==> config.mk <==
export PLATFORM = sky130hd
export DESIGN_NAME = tbin_scaler
export DESIGN_NICKNAME = d
export VERILOG_FILES = /design/src/rtl/tbs_pkg.sv /design/src/rtl/tbs_edge_sync.sv /design/src/rtl/tbs_bin_counter.sv /design/src/rtl/tbs_word_fifo.sv /design/src/rtl/tbin_scaler.sv
export SDC_FILE = /design/constraint.sdc
export NUM_CORES = 1
export LEC_CHECK = 0
export BUFFER_PORTS_ARGS = -buffer_cell sky130_fd_sc_hd__buf_2
export CAP_MARGIN = 20
export CORE_UTILIZATION = 62
export DETAILED_ROUTE_END_ITERATION = 8
export PLACE_DENSITY = 0.79
export SETUP_SLACK_MARGIN = 0.02
export SLEW_MARGIN = 30
export SYNTH_ARGS = -nofsm -noshare
export SYNTH_HDL_FRONTEND = slang
export SYNTH_SLANG_ARGS = --single-unit
==> constraint.sdc <==
create_clock -name clk -period 5.3 [get_ports clk]
set_input_delay 0.53 -clock clk [delete_from_list [all_inputs] [get_ports clk]]
set_output_delay 0.53 -clock clk [all_outputs]
set_load 0.01 [all_outputs]
==> src/rtl/tbs_pkg.sv <==
package tbs_pkg;
  typedef enum logic [1:0] {
    ST_IDLE = 2'd0,
    ST_RUN  = 2'd1,
    ST_DONE = 2'd2
  } tbs_state_e;

  // true when n more words fit into a FIFO holding lvl of depth words
  function automatic logic fifo_room(input int unsigned lvl,
                                     input int unsigned depth,
                                     input int unsigned n);
    return (lvl + n) <= depth;
  endfunction
endpackage

==> src/rtl/tbs_edge_sync.sv <==
module tbs_edge_sync #(
  parameter int N = 5
) (
  input  logic         clk,
  input  logic         rst_n,
  input  logic [N-1:0] in_i,
  output logic [N-1:0] rise_o
);
  logic [N-1:0] s1_q, s2_q, prev_q;

  always_ff @(posedge clk) begin
    if (!rst_n) begin
      s1_q   <= '0;
      s2_q   <= '0;
      prev_q <= '0;
    end else begin
      s1_q   <= in_i;
      s2_q   <= s1_q;
      prev_q <= s2_q;
    end
  end

  assign rise_o = s2_q & ~prev_q;

  // a rise cannot repeat on the next cycle
  genvar g;
  generate
    for (g = 0; g < N; g++) begin : g_chk
      single_rise_chk: assert property (@(posedge clk) disable iff (!rst_n)
        rise_o[g] |=> !rise_o[g]);
    end
  endgenerate
endmodule

==> src/rtl/tbs_bin_counter.sv <==
module tbs_bin_counter #(
  parameter int CW = 24
) (
  input  logic          clk,
  input  logic          rst_n,
  input  logic          clr_i,
  input  logic          close_i,
  input  logic          inc_i,
  output logic [CW-1:0] cnt_o
);
  localparam logic [CW-1:0] MAXV = '1;

  function automatic logic [CW-1:0] sat_inc(input logic [CW-1:0] v);
    return (v == MAXV) ? v : v + CW'(1);
  endfunction

  always_ff @(posedge clk) begin
    if (!rst_n || clr_i) cnt_o <= '0;
    else if (close_i)    cnt_o <= inc_i ? CW'(1) : '0;
    else if (inc_i)      cnt_o <= sat_inc(cnt_o);
  end


  cnt_sat_chk: assert property (@(posedge clk) disable iff (!rst_n)
    (cnt_o == MAXV && !clr_i && !close_i) |=> cnt_o == MAXV);
endmodule

==> src/rtl/tbs_word_fifo.sv <==
module tbs_word_fifo #(
  parameter int W     = 24,
  parameter int DEPTH = 16,
  parameter int NWR   = 4
) (
  input  logic                          clk,
  input  logic                          rst_n,
  input  logic                          flush_i,
  input  logic                          wr_i,
  input  logic [NWR*W-1:0]              wr_words_i,
  input  logic                          rd_i,
  output logic [W-1:0]                  rd_data_o,
  output logic [$clog2(DEPTH+1)-1:0]    level_o,
  output logic                          empty_o,
  output logic                          drop_o
);
  import tbs_pkg::*;
  localparam int AW = $clog2(DEPTH);
  localparam int LW = $clog2(DEPTH+1);

  logic [W-1:0]  mem [DEPTH];
  logic [AW-1:0] wp_q, rp_q;
  logic [LW-1:0] cnt_q;
  logic          room, push, pop;

  assign room   = fifo_room(int'(cnt_q), DEPTH, NWR);
  assign push   = wr_i && room && !flush_i;
  assign pop    = rd_i && (cnt_q != '0) && !flush_i;
  assign drop_o = wr_i && !room && !flush_i;

  always_ff @(posedge clk) begin
    if (push) begin
      for (int i = 0; i < NWR; i++)
        mem[wp_q + AW'(i)] <= wr_words_i[i*W +: W];
    end
  end

  always_ff @(posedge clk) begin
    if (!rst_n || flush_i) begin
      wp_q  <= '0;
      rp_q  <= '0;
      cnt_q <= '0;
    end else begin
      if (push) wp_q <= wp_q + AW'(NWR);
      if (pop)  rp_q <= rp_q + AW'(1);
      cnt_q <= cnt_q + (push ? LW'(NWR) : '0) - (pop ? LW'(1) : '0);
    end
  end

  assign rd_data_o = mem[rp_q];
  assign level_o   = cnt_q;
  assign empty_o   = (cnt_q == '0);


  fifo_bound_chk: assert property (@(posedge clk) disable iff (!rst_n)
    level_o <= LW'(DEPTH));

  drop_no_grow_chk: assert property (@(posedge clk) disable iff (!rst_n)
    drop_o |=> level_o <= $past(level_o));
endmodule

==> src/rtl/tbin_scaler.sv <==
module tbin_scaler #(
  parameter int NCH        = 4,
  parameter int CNT_W      = 24,
  parameter int ADV_W      = 16,
  parameter int FIFO_DEPTH = 16
) (
  input  logic                             clk,
  input  logic                             rst_n,
  input  logic                             arm_i,
  input  logic [ADV_W-1:0]                 preset_i,
  input  logic                             gate_i,
  input  logic [NCH-1:0]                   hit_i,
  input  logic                             adv_i,
  input  logic                             rd_i,
  output logic [CNT_W-1:0]                 rd_data_o,
  output logic                             empty_o,
  output logic [$clog2(FIFO_DEPTH+1)-1:0]  level_o,
  output logic [ADV_W-1:0]                 adv_count_o,
  output logic                             done_o,
  output logic                             overflow_o
);
  import tbs_pkg::*;

  tbs_state_e          state_q;
  logic [ADV_W-1:0]    preset_q, adv_cnt_q;
  logic                ovf_q;
  logic [NCH:0]        rise;
  logic [NCH-1:0]      hit_rise;
  logic                adv_rise, running, adv_take, fifo_drop;
  logic [NCH*CNT_W-1:0] bin_words;

  tbs_edge_sync #(.N(NCH+1)) sync_i (
    .clk(clk), .rst_n(rst_n), .in_i({adv_i, hit_i}), .rise_o(rise));

  assign hit_rise = rise[NCH-1:0];
  assign adv_rise = rise[NCH];
  assign running  = (state_q == ST_RUN);
  assign adv_take = running && adv_rise && !arm_i;

  genvar g;
  generate
    for (g = 0; g < NCH; g++) begin : g_ch
      tbs_bin_counter #(.CW(CNT_W)) cnt_i (
        .clk(clk), .rst_n(rst_n), .clr_i(arm_i), .close_i(adv_take),
        .inc_i(running && gate_i && hit_rise[g]),
        .cnt_o(bin_words[g*CNT_W +: CNT_W]));
    end
  endgenerate

  tbs_word_fifo #(.W(CNT_W), .DEPTH(FIFO_DEPTH), .NWR(NCH)) fifo_i (
    .clk(clk), .rst_n(rst_n), .flush_i(arm_i), .wr_i(adv_take),
    .wr_words_i(bin_words), .rd_i(rd_i), .rd_data_o(rd_data_o),
    .level_o(level_o), .empty_o(empty_o), .drop_o(fifo_drop));

  always_ff @(posedge clk) begin
    if (!rst_n) begin
      state_q   <= ST_IDLE;
      preset_q  <= '0;
      adv_cnt_q <= '0;
      ovf_q     <= 1'b0;
    end else if (arm_i) begin
      state_q   <= (preset_i == '0) ? ST_DONE : ST_RUN;
      preset_q  <= preset_i;
      adv_cnt_q <= '0;
      ovf_q     <= 1'b0;
    end else begin
      if (fifo_drop) ovf_q <= 1'b1;
      if (adv_take) begin
        adv_cnt_q <= adv_cnt_q + ADV_W'(1);
        if (adv_cnt_q + ADV_W'(1) == preset_q) state_q <= ST_DONE;
      end
    end
  end

  assign adv_count_o = adv_cnt_q;
  assign done_o      = (state_q == ST_DONE);
  assign overflow_o  = ovf_q;


  done_match_chk: assert property (@(posedge clk) disable iff (!rst_n)
    done_o |-> adv_count_o == preset_q);

  done_hold_chk: assert property (@(posedge clk) disable iff (!rst_n)
    (done_o && !arm_i) |=> $stable(adv_count_o) && done_o);

  ovf_sticky_chk: assert property (@(posedge clk) disable iff (!rst_n)
    (overflow_o && !arm_i) |=> overflow_o);

  adv_step_chk: assert property (@(posedge clk) disable iff (!rst_n)
    adv_take |=> adv_count_o == $past(adv_count_o) + ADV_W'(1));

  idle_quiet_chk: assert property (@(posedge clk) disable iff (!rst_n)
    (state_q == ST_IDLE) |-> (adv_count_o == '0 && empty_o));
endmodule

# Word-level counts from Yosys, hierarchy flattened
# Memory sizes are Yosys's and may differ from the RTL's. A register that Yosys moved wholly into a read port is not among the register bits.
# Cells that the tools add are included.
# W data, S select, Z words.
[classes]
add_sub_neg = 13
order_cmp = 1
eq_ne = 11
muxes = 26
bitwise_logic = 3
reduce_logical = 32
[op_table]
columns = ["cell", "n"]
rows = [
  ["$mux W24", 12],
  ["$add A24 B1 Y24 const B", 4],
  ["$eq A24 B24 Y1 const B", 4],
  ["$le A32 B5 Y1 const B", 1],
  ["$add A16 B1 Y16 const B", 1],
  ["$eq A16 B16 Y1", 1],
  ["$logic_not A16 Y1", 1],
  ["$logic_and A1 B1 Y1", 13],
  ["$reduce_bool A2 Y1", 6],
  ["$reduce_and A2 Y1", 5],
  ["$add A4 B1 Y4 const B", 2],
  ["$add A4 B2 Y4 const B", 2],
  ["$mux W2", 4],
  ["$mux W4", 2],
  ["$ne A2 B1 Y1 const B", 4],
  ["$mux W1", 7],
  ["$add A5 B3 Y6 const B", 1],
  ["$add A5 B5 Y5", 1],
  ["$and A5 B5 Y5", 1],
  ["$logic_not A5 Y1", 1],
  ["$not A5 Y5", 1],
  ["$reduce_bool A5 Y1", 1],
  ["$sub A5 B5 Y5", 1],
  ["$add A4 B3 Y4 const B", 1],
  ["7 further kinds", 9],
]
[totals]
regBits = 159
ram_bits = 384
input_bits = 26
out_inout_bits = 48
elab_cells = 101
mem_count = 1
[memory_table]
columns = ["memory", "depth", "width", "read_ports", "rd_ports_with_merged_regs", "write_ports", "line", "source"]
rows = [
  ["fifo_i.mem", 16, 24, 1, 1, 4, "tbs_word_fifo.sv:21", "logic [W-1:0] mem [DEPTH];"],
]

# Logic depth before layout (Yosys ltp)
# Gate-level depths: netlist (run 1).
[logic_depth]
depth_word = 9
mapped_depth = 12
ltp_nobuf = 12

# Hierarchy
# Synthesis (run 1) repeated with hierarchy kept, for this count alone.
[hier_totals]
cells_unflattened = 1528
hier_area_um2 = 22491.6
[modules_own_cells]
columns = ["module", "n_inst", "cells_per_inst", "area_per_inst_um2", "seq_area_each_um2"]
rows = [
  ["tbs_word_fifo", 1, 679, 15144.5, 11831.3],
  ["tbs_bin_counter", 4, 146, 1219.9, 480.5],
  ["tbin_scaler", 1, 229, 2016.9, 700.7],
  ["tbs_edge_sync", 1, 36, 450.4, 300.3],
]

# Least setup slack after synthesis (run 1)
# No wires, ideal clock.
[synth_timing]
path_type = "reg2reg"
startpoint = "reg fifo_i.cnt_q[0] (netlist: fifo_i.level_o[0])"
endpoint = "mem fifo_i.mem[0][0], enable pin"
setup_time_ns = 0.466
arrival_ns = 3.477
required_ns = 4.834
slack_ns = 1.357
path_stages_with_launch = 6
path_buffers = 0
synth_period_minus_slack_ns = 3.943
cell_sequence = "dfxtp_1 -> or2_2 -> a31oi_1 -> o2bb2ai_1 -> nor2_1 -> and2_1"
[synth_lines]
columns = ["element", "line", "source"]
rows = [
  ["start: declaration", "tbs_word_fifo.sv:23", "logic [LW-1:0] cnt_q;"],
  ["start signal: assignment", "tbs_word_fifo.sv:46", "cnt_q <= cnt_q + (push ? LW'(NWR) : '0) - (pop ? LW'(1) : '0);"],
  ["end: declaration", "tbs_word_fifo.sv:21", ""],
]

==> results.toml, run 1 <==
[final_layout]
diodes = 0
final_common_cell = "edfxtp_1"
nNetsFinal = 1529
seqCellArea_um2 = 14760
area_delta_synth_final_pct = 12.86
final_cell_mix = "edfxtp_1 (384), dfxtp_1 (158), mux4_2 (120)"
layout-drive-gt1-share = 0.2106
nFillCells = 2131
multi_input_area_um2 = 6855

[routing]
dr_total_vias = 12471
routedWlPerCell_um = 23.18
firstDrtPassIters = 6
drt-vias-per-instance = 6.286
drt-total-wl_um = 45980
drcViolationCount = 0
drt_iter0_drc = 1110
ant_nets = 0

[power]
power_density_nw_per_um2 = 355.1
cellLeakagePower_uw = 0.006852
power_uw = 8779
peakVddDrop_mv = 0.2724

[critical_path]
r2r_cells = 5
worstPathRequired_ns = 4.77
worst_ep_arrival_time_ns = 2.96
r2r_end = "fifo_i.mem[1][5]"
critPathKind = "reg -> out"
r2r_start = "state_q[0]"
endpoint_kind = "output pin"
path_max_fanout = 22
reg2reg_slack_ns = 2.19
start_kind = "flop"

[timing]
max_freq_ghz = 0.2868
tightest_slew_ns = 0.9257
setup-violations-final = 0
finalCritPeriodShare = 0.6578
hold_viol = 0
drv_slew = 0
rsz0062_at_grt = "false"
fin_crit_ns = 3.486
relSlewSlack = 0.3787
skew_ns = 0.02886
tns_ns = 0

[min_path]
whs_endpoint = "sync_i.s1_q[4]"
hold_class = "in -> reg"
hold_depth = 2
hold_start = "adv_i"

[global_route]
grt_pass1_wl_um = 71710
use_met2 = 0.4431
grt_pass1_vias = 12671
busiest_layer = "met2"
grt_antenna_before_repair = 0
grt_max_degree = 93
globalRouteMet1Util = 0.3573
grt_overflow = 0
grt_usage = 0.2632
grt.met3_usage = 0.04317

[cts]
cts_hold_buffers = 0
numCtsBuffers = 51
clkLatencyLatePin_ns = 0.58
clk_pin_slew_ns = 0.06
cts_resized = 0
clock-root-buffer = "clkbuf_16"
cts_num_sinks = 545
htree_levels = 2
cts_setup_buffers = 0
clockBufferDepth = 3
tritoncts = "yes"

[logic_synthesis]
yosys-top-cells-area = "edfxtp_1 (53%), dfxtp_1 (15%), mux4_2 (12%)"
ys_ff_latch = 545
synth-edff-count = 384
ys.flop_type = "edfxtp_1"
ys_seq_area_frac = 0.6734
yosysTopAreaCellShare = 0.5263
async_flop_share = 0
yosys.area.top_type = "edfxtp_1"
yosysWarningCount = 0
syn_area_um2 = 21910
syn_area_per_cell_um2 = 15.62
syn_nets = 1446
netlist_instances = 1403
synth.distinct_cells = 56

[floorplan]
die_x_um = 190.0
die-area_um2 = 36090
die_h_um = 190.0
initial_core_util = 0.6327
coreArea_um2 = 34630
ios = 74
rows = 68

[place]
numPortBuffers = 73
dp.final_hpwl_um = 28580
place_congestion = 0.8401

[run]
cap_viol_max_count = 0

[status]
status = "finished, final reports clean"
-- final cells by class --
cell class | instances | share of cell area
inverter | 28 | 0.004251
timing repair buffer | 90 | 0.02227
multi-input combinational | 770 | 0.2773
sequential | 545 | 0.5971
clock inverter | 33 | 0.02019
tap | 455 | 0.02303
clock buffer | 63 | 0.05592
-- critical path: stages, from the launching register on --
cell	delay [ns]
dfxtp_4	0.61
buf_4	0.48
mux4_2	0.58
mux4_2	0.52
buf_2	0.17
-- metal layers --
| layer | wire (µm) | up-vias |
|---|---|---|
| met1 | 18430 | 6324 |
| li1 | - | 5557 |
| met3 | 3086 | 76 |
| met4 | 956 | 0 |
| met2 | 23510 | 514 |
| met5 | 0 | - |
-- flip-flops by register name (all words and copies together), names as in the netlist, named ones only --
name and cells:
fifo_i.mem 384, g_ch.cnt_i.cnt_o 96, adv_count_o 16, preset_q 16, fifo_i.level_o 5, sync_i.prev_q 5, sync_i.s1_q 5, sync_i.s2_q 5
fifo_i.rp_q 4, fifo_i.wp_q 2, state_q 2, overflow_o 1
-- per-stage QoR --
step	cell area (µm²)	hold WS (ns)	setup WS, ns	util	std cells
floorplan	21910	0.4119	1.357	-	1403
global placement	22750	0.4167	1.954	0.6571	1885
detailed placement	22790	0.4192	1.822	0.6581	1886
CTS	24670	0.1588	1.744	0.7124	1982
global route	24730	0.1618	1.647	0.7140	1984
finish	24730	0.1730	1.814	0.7140	1984
-- cell families (layout without fill, tap and decap cells) --
group	count (synthesis)	after routing	synth area share
compound gates	94	94	0.02507
fa+ha+maj	17	17	0.01005
flops	545	545	0.6734
mux	144	144	0.1344
xor+xnor	104	104	0.04158
buf+inv	88	214	0.01582
simple gates	411	411	0.09966
-- cell usage after synthesis, types with 7 or more instances --
cell	n
clkbuf_1	47
ha_1	16
and4_1	11
nor2b_1	22
nor4_1	23
or3_1	33
dfxtp_1	161
nand4_1	31
mux2i_1	23
and2_1	24
nand2_1	51
nor2_1	111
nand3_1	39
o21ai_0	35
buf_2	7
mux4_2	120
inv_1	28
nor3_1	25
or2_2	7
edfxtp_1	384
a21oi_1	36
xnor2_1	65
xor2_1	39
-- worst max-delay path by stage --
stage                      start            endpoint  slack (ns)  cells after the start
2_1_floorplan  fifo_i.level_o[0]    fifo_i.mem[0][0]        1.36                      5
3_3_place_gp               arm_i  fifo_i.mem[10][12]        1.95                      5
3_5_place_dp               arm_i   fifo_i.mem[9][14]        1.82                      5
4_1_cts                     flop        rd_data_o[1]        1.74                      4
5_1_grt                     flop        rd_data_o[1]        1.65                      4
6_report                    flop        rd_data_o[1]        1.81                      4
-- power breakdown --
group          switching [µW]  leakage, µW  internal [µW]
sequential               24.3      0.00410           4530
combinational             110      0.00183           93.6
clock                    1570     0.000918           2450
total                    1710      0.00685           7070
No activity file was read; power rests on OpenSTA's default activity.
==> inputs of run 2 (changes only) <==
--- a/config.mk
+++ b/config.mk
@@ -5,11 +5,12 @@
 export SDC_FILE = /design/constraint.sdc
 export NUM_CORES = 1
 export LEC_CHECK = 0
+export ABC_AREA = 1
 export BUFFER_PORTS_ARGS = -buffer_cell sky130_fd_sc_hd__buf_2
 export CAP_MARGIN = 20
-export CORE_UTILIZATION = 62
+export CORE_UTILIZATION = 56
 export DETAILED_ROUTE_END_ITERATION = 8
-export PLACE_DENSITY = 0.79
+export PLACE_DENSITY = 0.75
 export SETUP_SLACK_MARGIN = 0.02
 export SLEW_MARGIN = 30
 export SYNTH_ARGS = -nofsm -noshare
==> constraint.sdc (replaced) <==
create_clock -name clk -period 3.2 [get_ports clk]
set_input_delay 0.32 -clock clk [delete_from_list [all_inputs] [get_ports clk]]
set_output_delay 0.32 -clock clk [all_outputs]
set_load 0.01 [all_outputs]
==> run 2 against run 1 <==
Against the previous run: critical endpoint is now rd_data_o[7]; sequential power grew 65%; clock power grew 53%; synthesized cell count grew 57%; flip-flop and latch count is the same; critical path type unchanged; register-to-register slack lost 1.5 ns; via count grew 33%; combinational power grew 140%.
==> results.toml, run 2 <==
[status]
status = "finished, final reports clean"

[critical_path]
r2r_cells = 14
cp_cell_sequence = "buf_12, buf_12, mux2i_1, o211ai_1, nand3_1, nand2_1, buf_2"
start_kind = "flop"
reg2reg_slack_ns = 0.68
endpoint_kind = "output pin"
path_max_fanout = 49
worst_ep_arrival_time_ns = 2.49
crit_slowest_cell = "dfxtp_4"
r2r_end = "g_ch[2].cnt_i.cnt_o[23]"
worstPathRequired_ns = 2.88
crit_path_max_incr_delay_ns = 0.55
critPathKind = "reg -> out"
cpMostUsedCell = "buf_12"
r2r_start = "g_ch[2].cnt_i.cnt_o[1]"

[global_route]
grt_max_degree = 97
grt_overflow = 0
grt_usage = 0.2657
grt_antenna_before_repair = 0
grt_pass1_vias = 16042
grt_pass1_wl_um = 86500

[logic_synthesis]
synth-edff-count = 384
yosysMostFrequentCell = "edfxtp_1"
synth_compound_area_frac = 0.1271
syn_nets = 2241
yosys-top-cells-count = "edfxtp_1 (384), inv_1 (264), nand2_1 (264), a21oi_1 (202), o21ai_0 (193)"
yosys-top-cells-area = "edfxtp_1 (49%), dfxtp_1 (14%), a21oi_1 (4.3%)"
ys_ff_latch = 545
synthXorXnorAreaFrac = 0.005261
yosysTopAreaCellShare = 0.4947
async_flop_share = 0
syn_area_um2 = 23310
ys_seq_area_frac = 0.6330
syn_area_per_cell_um2 = 10.60
synthMuxAreaShare = 0.04123
ys.flop_type = "edfxtp_1"
netlist_instances = 2198
yosysWarningCount = 0
synth_top_family_by_area = "compound AO/OA/AOI/OAI gates"
synthAdderAreaFrac = 0.009448
yosys.area.top_type = "edfxtp_1"
synth.distinct_cells = 50
synth_simple_gate_area_frac = 0.1209

[floorplan]
die_h_um = 206.0
rows = 74
ios = 74
die-area_um2 = 42440
initial_core_util = 0.5695
die_x_um = 206.0
coreArea_um2 = 40920

[routing]
drt-total-wl_um = 55380
drt-vias-per-instance = 5.813
ant_nets = 0
firstDrtPassIters = 6
drcViolationCount = 0
dr_total_vias = 16602
routedWlPerCell_um = 19.39
drt_iter0_drc = 1375

[final_layout]
nFillCells = 3147
layout-drive-gt1-share = 0.1076
utilization = 0.6394
largest_register_ffs = 384
diodes = 0
nNetsFinal = 2322
seqCellArea_um2 = 14760
area_delta_synth_final_pct = 12.27
top_regs = "fifo_i.mem (384), g_ch.cnt_i.cnt_o (96)"
regMostFlops = "fifo_i.mem"
final_common_cell = "edfxtp_1"
multi_input_area_um2 = 7116
final_cell_mix = "edfxtp_1 (384), inv_1 (264), nand2_1 (264)"

[power]
power_density_nw_per_um2 = 541.6
cellLeakagePower_uw = 0.009306
peakVddDrop_mv = 0.4570
power_uw = 14170

[timing]
hold_viol = 0
finalCritPeriodShare = 0.8780
drv_slew = 0
max_freq_ghz = 0.3559
setup-violations-final = 0
fin_crit_ns = 2.810
relSlewSlack = 0.4573
skew_ns = 0.01390
rsz0062_at_grt = "false"
tightest_slew_ns = 0.8132

[min_path]
hold_depth = 3
hold_class = "in -> reg"
hold_start = "preset_i[6]"
whs_endpoint = "preset_q[6]"

[cts]
clkLatencyLatePin_ns = 0.61
htree_levels = 2
clock-root-buffer = "clkbuf_16"
cts_setup_buffers = 0
clockBufferDepth = 3
tritoncts = "yes"
cts_resized = 0
cts_num_sinks = 545
cts_hold_buffers = 12
numCtsBuffers = 54
clk_pin_slew_ns = 0.06

[place]
numPortBuffers = 73
dp.final_hpwl_um = 35850
place_congestion = 0.9028

[run]
cap_viol_max_count = 0
## run 2: cell count changes after synthesis, sizes merged, moves of 97 or more
cell	change
a21oi	+167
inv	+252
mux4	-120
nand2	+226
o211ai	+97
o21ai	+161
## run 2: cells by family (layout without fill, tap and decap cells)
| logic type | after synthesis | after routing |
|---|---|---|
| DFF | 545 | 545 |
| xor gates and xnor gates | 14 | 14 |
| buffers and inverters | 377 | 503 |
| AOI/OAI and AO/OA | 528 | 528 |
| muxes | 96 | 96 |
| adders and majority gates | 17 | 17 |
| and+or+nand+nor | 621 | 621 |
## run 2: how the worst max path moves through the flow
| stage | to | slack [ns] | cells past startpoint |
|---|---|---|---|
| floorplan | fifo_i.mem[0][0] | -0.93 | 9 |
| global placement | fifo_i.level_o[4] | 0.78 | 16 |
| detailed placement | fifo_i.level_o[4] | 0.74 | 16 |
| CTS | rd_data_o[0] | 0.37 | 7 |
| global route | rd_data_o[5] | 0.24 | 7 |
| finish | rd_data_o[7] | 0.39 | 7 |
## run 2: power breakdown
| group | switching [µW] | total (µW) | internal, µW |
|---|---|---|---|
| Clock | 2630 | 6160 | 3540 |
| Sequential | 29.4 | 7520 | 7490 |
| Combinational | 296 | 484 | 188 |
| Total | 2950 | 14200 | 11200 |
## run 2: metrics by stage
| step | hold WS (ns) | setup TNS [ns] | cells | setup WS [ns] | area (µm²) |
|---|---|---|---|---|---|
| 4_1_cts | 0.007118 | 0 | 2856 | 0.3718 | 26170 |
| 6_report | 0.03126 | 0 | 2856 | 0.3903 | 26170 |
| 2_1_floorplan | 0.3905 | -357.47 | 2198 | -0.9309 | 23320 |
| 3_5_place_dp | 0.3979 | 0 | 2743 | 0.7364 | 24330 |
| 3_3_place_gp | 0.3962 | 0 | 2743 | 0.7809 | 24330 |
| 5_1_grt | 0.03197 | 0 | 2856 | 0.2431 | 26170 |
## run 2: routing by layer
layer	part of all wire	global-route usage
met1	0.42	0.3509
met2	0.48	0.4491
met3	0.070	0.04210
met4	0.025	0.08482
met5	0	0
## run 2: layout make-up
cell class	count	area share
flip-flops and latches	545	0.5642
well taps	532	0.02544
repair buffers	119	0.03213
inverters	283	0.04064
clock buffers	79	0.05800
clock inverters	22	0.007651
multi-input cells	1276	0.2719
## run 2: worst max-delay path, delay by kind of cell (launching register included)
kind | cells | cell delay [ns]
AO/OA/AOI/OAI | 1 | 0.12
flip-flops | 1 | 0.55
buffers and inverters | 3 | 0.69
multiplexers | 1 | 0.23
AND/OR/NAND/NOR | 2 | 0.22
